<file path="src/rtl/sgpio_pkg.sv">
package sgpio_pkg;

   typedef enum logic [3:0] {
      RG_OUT, RG_DIR, RG_IN, RG_LVL, RG_FLAG, RG_MASK, RG_MIR, RG_EN, RG_OWN, RG_NONE
   } sgpio_reg_e;

   // Map a word index (offset / 4) inside a seven-register window.
   function automatic sgpio_reg_e window_reg(input logic [3:0] idx);
      case (idx)
         4'd0:    return RG_OUT;
         4'd1:    return RG_DIR;
         4'd2:    return RG_IN;
         4'd3:    return RG_LVL;
         4'd4:    return RG_FLAG;
         4'd5:    return RG_MASK;
         4'd6:    return RG_MIR;
         default: return RG_NONE;
      endcase
   endfunction

   // Secondary window: word 0..6.
   function automatic sgpio_reg_e decode_sec(input logic [5:0] addr);
      if (addr[1:0] != 2'b00) return RG_NONE;
      return window_reg(addr[5:2]);
   endfunction

   // Privileged window: enable at word 7, common set at 8..14, owner at 15.
   function automatic sgpio_reg_e decode_pri(input logic [5:0] addr);
      if (addr[1:0] != 2'b00) return RG_NONE;
      case (addr[5:2])
         4'd7:    return RG_EN;
         4'd15:   return RG_OWN;
         default: return (addr[5:2] >= 4'd8) ? window_reg(addr[5:2] - 4'd8) : RG_NONE;
      endcase
   endfunction

endpackage

</file>
<file path="src/rtl/sgpio_sync.sv">
module sgpio_sync #(
   parameter int W      = 32,
   parameter int STAGES = 2
) (
   input  logic         clk,
   input  logic         rst_n,
   input  logic [W-1:0] d,
   output logic [W-1:0] q
);
   if (STAGES < 2) begin : g_bad_stages
      $error("sgpio_sync: STAGES must be at least 2");
   end

   logic [W-1:0] chain [STAGES];

   for (genvar s = 0; s < STAGES; s++) begin : g_stage
      always_ff @(posedge clk) begin
         if (!rst_n)      chain[s] <= '0;
         else if (s == 0) chain[s] <= d;
         else             chain[s] <= chain[s-1];
      end
   end

   assign q = chain[STAGES-1];
endmodule

</file>
<file path="src/rtl/sgpio_flags.sv">
module sgpio_flags #(
   parameter int W = 32
) (
   input  logic         clk,
   input  logic         rst_n,
   input  logic [W-1:0] in_sync,
   input  logic [W-1:0] level,
   input  logic [W-1:0] enable,
   input  logic [W-1:0] clr,
   output logic [W-1:0] flag
);
   logic [W-1:0] hit;

   // A pin matches when it is enabled and its input equals its polarity bit.
   assign hit = enable & ~(in_sync ^ level);

   always_ff @(posedge clk) begin
      if (!rst_n) flag <= '0;
      else        flag <= (flag | hit) & ~clr;
   end

   assert_flag_set_R9: assert property (@(posedge clk) disable iff (!rst_n)
      1'b1 |=> ((flag & $past(hit & ~clr)) == $past(hit & ~clr)));

   assert_flag_hold_R9: assert property (@(posedge clk) disable iff (!rst_n)
      1'b1 |=> ((flag & $past(flag & ~clr)) == $past(flag & ~clr)));

   assert_flag_clear_R10: assert property (@(posedge clk) disable iff (!rst_n)
      (clr != '0) |=> ((flag & $past(clr)) == '0));
endmodule

</file>
<file path="src/rtl/sgpio_dual.sv">
module sgpio_dual
   import sgpio_pkg::*;
#(
   parameter int NPINS       = 32,
   parameter int SYNC_STAGES = 2,
   parameter int ADDR_W      = 6
) (
   input  logic             clk,
   input  logic             rst_n,
   input  logic             p_sel,
   input  logic             p_wr,
   input  logic [ADDR_W-1:0] p_addr,
   input  logic [NPINS-1:0] p_wdata,
   output logic [NPINS-1:0] p_rdata,
   input  logic             s_sel,
   input  logic             s_wr,
   input  logic [ADDR_W-1:0] s_addr,
   input  logic [NPINS-1:0] s_wdata,
   output logic [NPINS-1:0] s_rdata,
   input  logic [NPINS-1:0] pad_in,
   output logic [NPINS-1:0] pad_out,
   output logic [NPINS-1:0] pad_oe,
   output logic             p_irq,
   output logic             s_irq
);
   localparam int W = NPINS;

   if (NPINS < 1 || NPINS > 32) begin : g_bad_pins
      $error("sgpio_dual: NPINS must be 1..32");
   end
   if (ADDR_W != 6) begin : g_bad_addr
      $error("sgpio_dual: ADDR_W must be 6");
   end

   logic [W-1:0] out_q, dir_q, lvl_q, mask_q, en_q, own_q, mir_q;
   logic [W-1:0] sync_in, in_g, flag, clr;
   sgpio_reg_e   p_kind, s_kind;
   logic         p_we, s_we;

   assign p_kind = decode_pri(p_addr);
   assign s_kind = decode_sec(s_addr);
   assign p_we   = p_sel & p_wr;
   assign s_we   = s_sel & s_wr;

   // Next value of a shared register: secondary touches owned bits, privileged overrides.
   function automatic logic [W-1:0] merge(input logic [W-1:0] cur,
                                          input sgpio_reg_e  kind);
      logic [W-1:0] v;
      v = cur;
      if (s_we && s_kind == kind) v = (v & ~own_q) | (s_wdata & own_q);
      if (p_we && p_kind == kind) v = p_wdata;
      return v;
   endfunction

   always_ff @(posedge clk) begin
      if (!rst_n) begin
         out_q  <= '0;
         dir_q  <= '0;
         lvl_q  <= '0;
         mask_q <= '0;
         en_q   <= '0;
         own_q  <= '0;
         mir_q  <= '0;
      end else begin
         out_q  <= merge(out_q, RG_OUT);
         dir_q  <= merge(dir_q, RG_DIR);
         lvl_q  <= merge(lvl_q, RG_LVL);
         mask_q <= merge(mask_q, RG_MASK);
         en_q   <= (p_we && p_kind == RG_EN)  ? p_wdata : en_q;
         own_q  <= (p_we && p_kind == RG_OWN) ? p_wdata : own_q;
         mir_q  <= in_g;
      end
   end

   sgpio_sync #(.W(W), .STAGES(SYNC_STAGES)) u_sync (
      .clk  (clk),
      .rst_n(rst_n),
      .d    (pad_in),
      .q    (sync_in)
   );

   assign in_g = sync_in & en_q;

   assign clr = ((p_we && p_kind == RG_FLAG) ? p_wdata : '0)
              | ((s_we && s_kind == RG_FLAG) ? (s_wdata & own_q) : '0);

   sgpio_flags #(.W(W)) u_flags (
      .clk    (clk),
      .rst_n  (rst_n),
      .in_sync(sync_in),
      .level  (lvl_q),
      .enable (en_q),
      .clr    (clr),
      .flag   (flag)
   );

   function automatic logic [W-1:0] view(input sgpio_reg_e kind);
      case (kind)
         RG_OUT:  return out_q;
         RG_DIR:  return dir_q;
         RG_IN:   return in_g;
         RG_LVL:  return lvl_q;
         RG_FLAG: return flag;
         RG_MASK: return mask_q;
         RG_MIR:  return mir_q;
         RG_EN:   return en_q;
         RG_OWN:  return own_q;
         default: return '0;
      endcase
   endfunction

   assign p_rdata = p_sel ? view(p_kind) : '0;
   assign s_rdata = s_sel ? (view(s_kind) & own_q) : '0;

   assign pad_out = out_q;
   assign pad_oe  = dir_q & en_q;
   assign p_irq   = |(flag & mask_q & ~own_q);
   assign s_irq   = |(flag & mask_q & own_q);

   assert_mirror_lag_R8: assert property (@(posedge clk) disable iff (!rst_n)
      1'b1 |=> (mir_q == $past(in_g)));

   assert_sec_no_ctrl_R4: assert property (@(posedge clk) disable iff (!rst_n)
      (!p_we) |=> ($stable(own_q) && $stable(en_q)));

   assert_sec_owned_only_R4: assert property (@(posedge clk) disable iff (!rst_n)
      (!p_we) |=> (((out_q ^ $past(out_q)) & ~$past(own_q)) == '0));
endmodule

</file>
<file path="config.mk">
export PLATFORM = sky130hd
export DESIGN_NAME = sgpio_dual
export DESIGN_NICKNAME = d
export VERILOG_FILES = /design/src/rtl/sgpio_pkg.sv /design/src/rtl/sgpio_sync.sv /design/src/rtl/sgpio_flags.sv /design/src/rtl/sgpio_dual.sv
export SDC_FILE = /design/constraint.sdc
export NUM_CORES = 1
export LEC_CHECK = 0
export BUFFER_PORTS_ARGS = -buffer_cell sky130_fd_sc_hd__buf_4
export CAP_MARGIN = 25
export CORE_UTILIZATION = 25
export CTS_CLUSTER_SIZE = 12
export DETAILED_ROUTE_END_ITERATION = 10
export GPL_ROUTABILITY_DRIVEN = 0
export PLACE_DENSITY = 0.41
export SYNTH_ARGS = -nofsm -noshare
export SYNTH_HDL_FRONTEND = slang
export SYNTH_SLANG_ARGS = --single-unit
</file>
<file path="constraint.sdc">
create_clock -name clk -period 2.6 [get_ports clk]
set_input_delay 0.52 -clock clk [delete_from_list [all_inputs] [get_ports clk]]
set_output_delay 0.52 -clock clk [all_outputs]
set_load 0.02 [all_outputs]
</file>
==> impl_metrics.toml, run 1 <==
[die]
die_h_um = 270
die_area_um2 = 72900
rows = 97
initial_core_util = 0.255
ios = 244
core_um2 = 70500
die_x_um = 270

[clocking]
clk_path_buf_depth = 3
htree_num_levels = 2
numClockSinks = 320
cts-root-buf = "clkbuf_16"
clk-insertion-delay-late_ps = 580
cts_tree = "built"
holdBufCountCts = 0
cts_buffers = 41
clkTransAtPathRegs_ps = 60

[setup_path]
cp_slowest_cell = "or4_4"
reg2reg_slack_ps = 1170
cp_cell_sequence = "buf_6 -> buf_6 -> or4_4 -> buf_12 -> nor2_4 -> buf_6 -> clkbuf_16 -> a22oi_2 -> a31oi_2 -> buf_4"
critPathLaunchType = "primary input"
critical_path.max_stage_delay_ps = 620
path_delay_family = "buffers and inverters"
cp-end-kind = "primary output"
cp_num_buf_inv = 6
startpoint = "s_addr[5]"
worst_ep_required_time_ps = 2080
reg2reg_from = "own_q[9]"
cp-endpoint = "s_rdata[21]"
worstPathArrival_ps = 2550
cp_num_cells = 10
crit_top_cell = "buf_6"
crit_fanout = 6
path_class = "primary input to primary output"
rr_worst_depth = 4

[global_route]
grt_pass1_vias = 19275
grt_pass1_wl_mm = 142
grt.overflow.total = 0
antenna_found_initial = 3
grt_usage = 0.264
grt_max_degree = 88

[logic_synthesis]
ys.flop_type = "dfxtp_1"
yosysWarningCount = 0
ys_ff_latch = 320
synth_fp_nets = 2269
ys_types = 46
postSynthCellCount = 2155
async_flop_share = 0
avgSynthCellArea_um2 = 8.33
synth_seq_area_share = 0.357
synth_edf_count = 0
synth_area_um2 = 17900

[timing]
fin_crit_ps = 3070
whs_ps = 144
worst_slack_ps = -470
skew_ps = 16.2
period_share = 1.18
worst_slew_pin_slew_ps = 986
hold_viol = 0
rsz0062_at_grt = "yes"
slew_violations = 0
finalSetupViolCount = 64
maxSlewHeadroom = 0.343
max_freq_mhz = 326

[hold_path]
hold_path_class = "primary input to flip-flop"

[power_and_ir_drop]
power.density_nw_per_um2 = 469
power_leakage_nw = 8.98
ir_drop_mv = 0.394

[drt]
drt_iter0_drc = 1938
wl_per_cell_um = 29.2
wl_mm = 100
drc_errors = 0
avgViaCountPerCell = 5.68
firstDrtPassIters = 6
vias = 19488
ant_nets = 0

[cells_and_area]
areaGrowthSynthToFinish_pct = 41.5
drive_above_1_share = 0.343
fin_nets = 2572
final_common_cell = "buf_4"
stdcell_count = 3430
layout.cells.most_common_list = "buf_4 (345), dfxtp_1 (311), nand2_1 (240)"

[place]
place_ws_ps = -589
dp_hpwl_mm = 65.5
numPortBuffers = 243
dp_cells = 3306

[run]
maxCapViolCount = 0

[outcome]
violations = "negative setup slack"
outcome = "finished, violations left"
[report_power, final]
part / internal, mW / total, mW / leakage (nW) / switching [mW]
registers: 4.96 / 5.02 / 2.60 / 0.0571
logic: 0.382 / 0.986 / 5.73 / 0.604
clock network: 3.50 / 5.92 / 0.656 / 2.41
total: 8.85 / 11.9 / 8.98 / 3.07
[worst min path at each step]
stage | startpoint | endpoint | slack [ps] | cells after the start
2_1_floorplan | u_sync.chain[0][0] | u_sync.chain[1][0] | 410 | 1
3_3_place_gp | u_sync.chain[0][4] | u_sync.chain[1][4] | 420 | 1
3_5_place_dp | u_sync.chain[0][24] | u_sync.chain[1][24] | 420 | 1
4_1_cts | pad_in[10] | u_sync.chain[0][10] | 120 | 2
5_1_grt | pad_in[10] | u_sync.chain[0][10] | 140 | 2
6_report | pad_in[2] | u_sync.chain[0][2] | 140 | 2
[per-layer routing]
metal	vias to the layer above	share of wire	track usage
met1	9617	0.42	0.342
met2	1024	0.45	0.424
met5	-	0.000080	0
met3	257	0.075	0.0519
li1	8588	-	-
met4	2	0.047	0.116
[cell usage after synthesis, types with 3 or more instances]
library cell    n  share of area
buf_2          33         0.0092
nand2_1       244          0.051
and4b_1         3         0.0017
a21oi_1        96          0.027
a221oi_1        9         0.0044
nand4_1         3         0.0010
buf_6          13         0.0082
o2111ai_1       9         0.0044
a41oi_1        19         0.0093
nand3_1        99          0.028
nor2_1          7         0.0015
a32oi_1        32          0.016
o22ai_1        12         0.0042
buf_1          11         0.0023
o21ai_0       192          0.054
a211oi_1       32          0.013
a31oi_1        77          0.027
and3_1        109          0.038
inv_1          32         0.0067
xnor2_1        32          0.016
mux2i_1        96          0.054
nor3_2         61          0.034
a222oi_1       20          0.011
and2_1        104          0.036
mux4_2          4         0.0050
nor4_1          5         0.0017
mux2_2         62          0.039
nand3b_1        8         0.0033
dfxtp_1       320           0.36
a22oi_1        94          0.039
a22o_1          9         0.0044
nor3_1         41          0.011
clkbuf_1      155          0.032
a21boi_0       64          0.027
a21o_1         33          0.014
[layout make-up]
| class | count | area [µm²] |
|---|---|---|
| tap | 940 | 1180 |
| timing repair buffer | 472 | 4720 |
| antenna | 3 | 7.51 |
| inverter | 32 | 120 |
| clock buffer | 61 | 1170 |
| multi-input combinational | 1591 | 11600 |
| clock inverter | 11 | 163 |
| fill | 7198 | 45100 |
| sequential | 320 | 6420 |
[metrics by stage]
step	setup TNS [ps]	power, mW	utilization	cell area (µm²)
finish	-16700	11.9	0.360	25400
global route	-18720	12.3	0.360	25400
CTS	-16690	12.0	0.354	25000
detailed placement	-35110	6.02	0.317	22400
global placement	-33340	6.01	0.317	22400
floorplan	0	5.45	-	18300
[cell families after synthesis]
group	after synthesis	share of synthesized area
multiplexers	162	0.0974
XOR/XNOR	32	0.0156
AND/OR/NAND/NOR	699	0.217
AO/OA/AOI/OAI	698	0.254
flip-flops	320	0.357
buffers and inverters	244	0.0588
[timing repair]
| action | CTS | global route |
|---|---|---|
| resized for setup | 168 | 85 |
| buffers inserted | 33 | 13 |
| endpoints found under the setup margin | 66 | 66 |
| gates cloned | 8 | 2 |
| pin swaps | 89 | 62 |
Power figures use the tool's default switching activity.
==> inputs of run 2 (changes only) <==
--- a/config.mk
+++ b/config.mk
@@ -12,6 +12,7 @@
 export DETAILED_ROUTE_END_ITERATION = 10
 export GPL_ROUTABILITY_DRIVEN = 0
 export PLACE_DENSITY = 0.41
+export SETUP_SLACK_MARGIN = 0.15
 export SYNTH_ARGS = -nofsm -noshare
 export SYNTH_HDL_FRONTEND = slang
 export SYNTH_SLANG_ARGS = --single-unit
==> run 2 against run 1 <==
Effect of this change:
- die area unchanged
- via count up 0.35%
- sequential power is essentially flat
- clock power rose by 3.7%
- the flow still finishes with violations (negative setup slack)
==> impl_metrics.toml, run 2 (synthesis results as in run 1) <==
[outcome]
outcome = "finished, violations left"
violations = "negative setup slack"

[die]
ios = 244
core_um2 = 70500
die_area_um2 = 72900
initial_core_util = 0.255
rows = 97
die_h_um = 270
die_x_um = 270

[setup_path]
crit_top_cell = "buf_4"
startpoint = "s_addr[1]"
cp_cell_sequence = "buf_6 -> or4_4 -> buf_12 -> nor2_4 -> buf_4 -> clkbuf_16 -> a22oi_1 -> a31oi_2 -> buf_4"
worstPathArrival_ps = 2460
reg2reg_slack_ps = 1150
rr_worst_depth = 4
reg2reg_from = "own_q[16]"
crit_fanout = 6
worst_ep_required_time_ps = 2080
critPathLaunchType = "primary input"
cp-endpoint = "s_rdata[31]"
critical_path.max_stage_delay_ps = 620
cp-end-kind = "primary output"
path_class = "primary input to primary output"
cp_slowest_cell = "or4_4"

[timing]
max_freq_mhz = 335
skew_ps = 18.8
slew_violations = 0
hold_viol = 0
rsz0062_at_grt = "yes"
period_share = 1.15
finalSetupViolCount = 47
finalSetupTns_ps = -11230
whs_ps = 133
fin_crit_ps = 2980
worst_slew_pin_slew_ps = 908
worst_slack_ps = -384
maxSlewHeadroom = 0.395

[clocking]
htree_num_levels = 2
clk-insertion-delay-late_ps = 590
cts-root-buf = "clkbuf_16"
numClockSinks = 320
cts_tree = "built"
clk_path_buf_depth = 3
clkTransAtPathRegs_ps = 60
cts_buffers = 42
holdBufCountCts = 0

[drt]
drt_iter0_drc = 2018
wl_per_cell_um = 28.6
wl_mm = 98.1
drc_errors = 0
firstDrtPassIters = 6
ant_nets = 0
vias = 19557
avgViaCountPerCell = 5.70

[cells_and_area]
final_common_cell = "buf_4"
fin_nets = 2568
drive_above_1_share = 0.362
layout.cells.most_common_list = "buf_4 (335), dfxtp_1 (294), nand2_1 (233)"
areaGrowthSynthToFinish_pct = 43.3

[power_and_ir_drop]
power_leakage_nw = 8.96
fin_total_pwr_mw = 12.1
power.density_nw_per_um2 = 472
ir_drop_mv = 0.406

[run]
maxCapViolCount = 0

[global_route]
grt_usage = 0.258
grt_max_degree = 80
grt_pass1_wl_mm = 139
grt_pass1_vias = 19158
antenna_found_initial = 7
grt.overflow.total = 0

[place]
numPortBuffers = 243
dp_hpwl_mm = 66.1
place_ws_ps = -361

[hold_path]
hold_path_class = "primary input to flip-flop"
-- run 2: stage by stage --
stage / area, µm² / instances / utilization
finish: 25700 / 3430 / 0.365
floorplan: 18600 / 2155 / -
global placement: 22600 / 3305 / 0.320
detailed placement: 22600 / 3305 / 0.320
CTS: 25400 / 3416 / 0.360
global route: 25700 / 3429 / 0.365
-- run 2: worst max-delay path: cells and delay by family --
kind	cells	cell delay (ps)
buffers and inverters	5	840
AOI/OAI and AO/OA	2	370
and+or+nand+nor	2	720
-- run 2: area by class of cell --
type | count | area [µm²]
Multi-Input combinational cell | 1591 | 11900
Antenna cell | 2 | 5.00
Clock buffer | 61 | 1210
Tap cell | 940 | 1180
Clock inverter | 17 | 209
Timing Repair Buffer | 467 | 4660
Sequential cell | 320 | 6450
Fill cell | 7140 | 44800
Inverter | 32 | 120
-- run 2: repair_timing --
action                                  CTS  global route
gates resized for setup                 234            49
cloned                                    5             2
endpoints found under the setup margin   66            66
setup buffers                            28            10
pin swaps                                86            42
-- run 2: worst min-delay path by stage --
stage                              from                  end  slack, ps  cells past startpoint
floorplan            u_sync.chain[0][0]   u_sync.chain[1][0]        410                      1
global placement    u_sync.chain[0][14]  u_sync.chain[1][14]        420                      1
detailed placement  u_sync.chain[0][13]  u_sync.chain[1][13]        420                      1
CTS                          pad_in[24]  u_sync.chain[0][24]        110                      2
global route                 pad_in[26]  u_sync.chain[0][26]        120                      2
finish                       pad_in[26]  u_sync.chain[0][26]        130                      2
-- run 2: where the power goes --
part / switching [mW] / internal, mW / total (mW)
Combinational: 0.602 / 0.380 / 0.982
Clock: 2.49 / 3.65 / 6.14
Sequential: 0.0526 / 4.96 / 5.01
Total: 3.14 / 8.99 / 12.1
-- run 2: layer usage --
layer | routed length (µm) | GRT usage | share of wire
met4 | 4000 | 0.0927 | 0.041
met5 | 28 | 0 | 0.00029
met1 | 40600 | 0.333 | 0.41
met2 | 45600 | 0.428 | 0.47
met3 | 7820 | 0.0438 | 0.080
==> inputs of run 3 (changes only) <==
--- a/config.mk
+++ b/config.mk
@@ -12,6 +12,7 @@
 export DETAILED_ROUTE_END_ITERATION = 10
 export GPL_ROUTABILITY_DRIVEN = 0
 export PLACE_DENSITY = 0.41
+export REMOVE_ABC_BUFFERS = 1
 export SETUP_SLACK_MARGIN = 0.15
 export SYNTH_ARGS = -nofsm -noshare
 export SYNTH_HDL_FRONTEND = slang
==> run 3 against run 2 <==
Effect of this change:
- the flow still finishes with violations (negative setup slack)
- die area did not move
- critical path depth grew 1
- register-to-register slack about the same
- worst setup slack worse by 140 ps
- via count is 0.71% higher
- highest routed layer unchanged
- core utilization increased by 0.28 points
==> impl_metrics.toml, run 3 (synthesis results as in run 1) <==
[clocking]
cts_tree = "built"
holdBufCountCts = 0
clk_path_buf_depth = 3
htree_num_levels = 2
clk-insertion-delay-late_ps = 580
cts-root-buf = "clkbuf_16"
clkTransAtPathRegs_ps = 60
cts_buffers = 41
numClockSinks = 320

[global_route]
grt_usage = 0.259
grt_pass1_vias = 19055
grt.overflow.total = 0
grt_pass1_wl_mm = 140
antenna_found_initial = 4
grt_max_degree = 120

[hold_path]
worstHoldStart = "pad_in[26]"
holdPathEnd = "u_sync.chain[0][26]"
hold_depth = 2
hold_path_class = "primary input to flip-flop"

[die]
die_x_um = 270
rows = 97
initial_core_util = 0.255
die_h_um = 270
die_area_um2 = 72900
ios = 244
core_um2 = 70500

[drt]
drc_errors = 0
avgViaCountPerCell = 5.65
wl_met3_mm = 9.27
highest_layer = "met5"
wl_per_cell_um = 28.2
met1_length_mm = 41.6
firstDrtPassIters = 6
wl_mm = 98.1
vias = 19696
ant_nets = 0
drt_iter0_drc = 2377
wl_met2_mm = 43.7

[power_and_ir_drop]
power_leakage_nw = 9.28
power.density_nw_per_um2 = 451
ir_drop_mv = 0.325

[setup_path]
cp-end-kind = "primary output"
rr_worst_depth = 5
reg2reg_slack_ps = 1160
critPathLaunchType = "primary input"
reg2reg_from = "own_q[9]"
worstPathArrival_ps = 2600
crit_fanout = 5
path_class = "primary input to primary output"
worst_ep_required_time_ps = 2080

[cells_and_area]
fin_nets = 2628
utilization = 0.367
areaGrowthSynthToFinish_pct = 44.4
final_common_cell = "buf_4"
fillers = 7146
layout.cells.most_common_list = "buf_4 (377), dfxtp_1 (290), nand2_1 (232)"
drive_above_1_share = 0.363
antenna_cells = 0
stdcell_count = 3483

[timing]
slew_violations = 0
worst_slew_pin_slew_ps = 900
hold_viol = 0
maxSlewHeadroom = 0.400
period_share = 1.20
worst_slack_ps = -522
max_freq_mhz = 320
finalSetupViolCount = 64
rsz0062_at_grt = "yes"
skew_ps = 15.7
fin_crit_ps = 3120

[run]
maxCapViolCount = 0

[place]
dp_hpwl_mm = 65.8
dp_cells = 3347
numPortBuffers = 243

[outcome]
violations = "negative setup slack"
outcome = "finished, violations left"
## run 3: critical path, stage by stage
cell and delay [ps]:
buf_6 100, buf_6 100, or4_4 620, nor3b_4 280, buf_6 150, buf_12 140, buf_12 120, a32oi_2 100
a31oi_2 250, buf_4 190
## run 3: repair_timing
item	in CTS	in global routing
gates resized for setup	268	95
pin swaps	113	77
gates cloned	3	1
setup endpoints to repair	66	66
setup buffers	48	12
## run 3: worst max path at each step
stage / cells after the start / slack, ps / from / endpoint
floorplan: 4 / -1900 / s_addr[3] / s_rdata[1]
global placement: 9 / -730 / s_addr[1] / s_rdata[6]
detailed placement: 9 / -720 / s_addr[1] / s_rdata[6]
CTS: 10 / -530 / s_addr[5] / s_rdata[6]
global route: 10 / -570 / s_addr[1] / s_rdata[0]
finish: 10 / -520 / s_addr[1] / s_rdata[0]
## run 3: layout make-up
| type | count | area (µm²) | area share |
|---|---|---|---|
| clock buffer | 66 | 1240 | 0.0479 |
| clock inverter | 6 | 62.6 | 0.00241 |
| inverter | 32 | 120 | 0.00464 |
| multi-input combinational | 1591 | 11700 | 0.451 |
| sequential | 320 | 6460 | 0.249 |
| tap | 940 | 1180 | 0.0454 |
| timing repair buffer | 528 | 5170 | 0.200 |
## run 3: per-layer routing
layer / global-route usage / vias to the layer above
met5: 0 / -
met4: 0.0843 / 6
met3: 0.0601 / 231
met2: 0.408 / 1085
met1: 0.345 / 9644
li1: - / 8730
## run 3: through the flow
step | cell area [µm²] | total power [mW] | hold slack [ps] | setup WS, ps | TNS, ps
2_1_floorplan | 17000 | 5.33 | 412 | -1900 | -145470
3_3_place_gp | 22400 | 6.01 | 415 | -732 | -40390
3_5_place_dp | 22400 | 6.01 | 418 | -724 | -39120
4_1_cts | 25300 | 11.8 | 118 | -533 | -17750
5_1_grt | 25900 | 12.0 | 128 | -566 | -21180
6_report | 25900 | 11.7 | 147 | -522 | -18350
## run 3: power by group
part	total (mW)	switching [mW]	internal (mW)	leakage, nW
Clock	5.69	2.34	3.35	0.642
Sequential	5.01	0.0541	4.96	2.61
Combinational	0.980	0.603	0.377	6.03
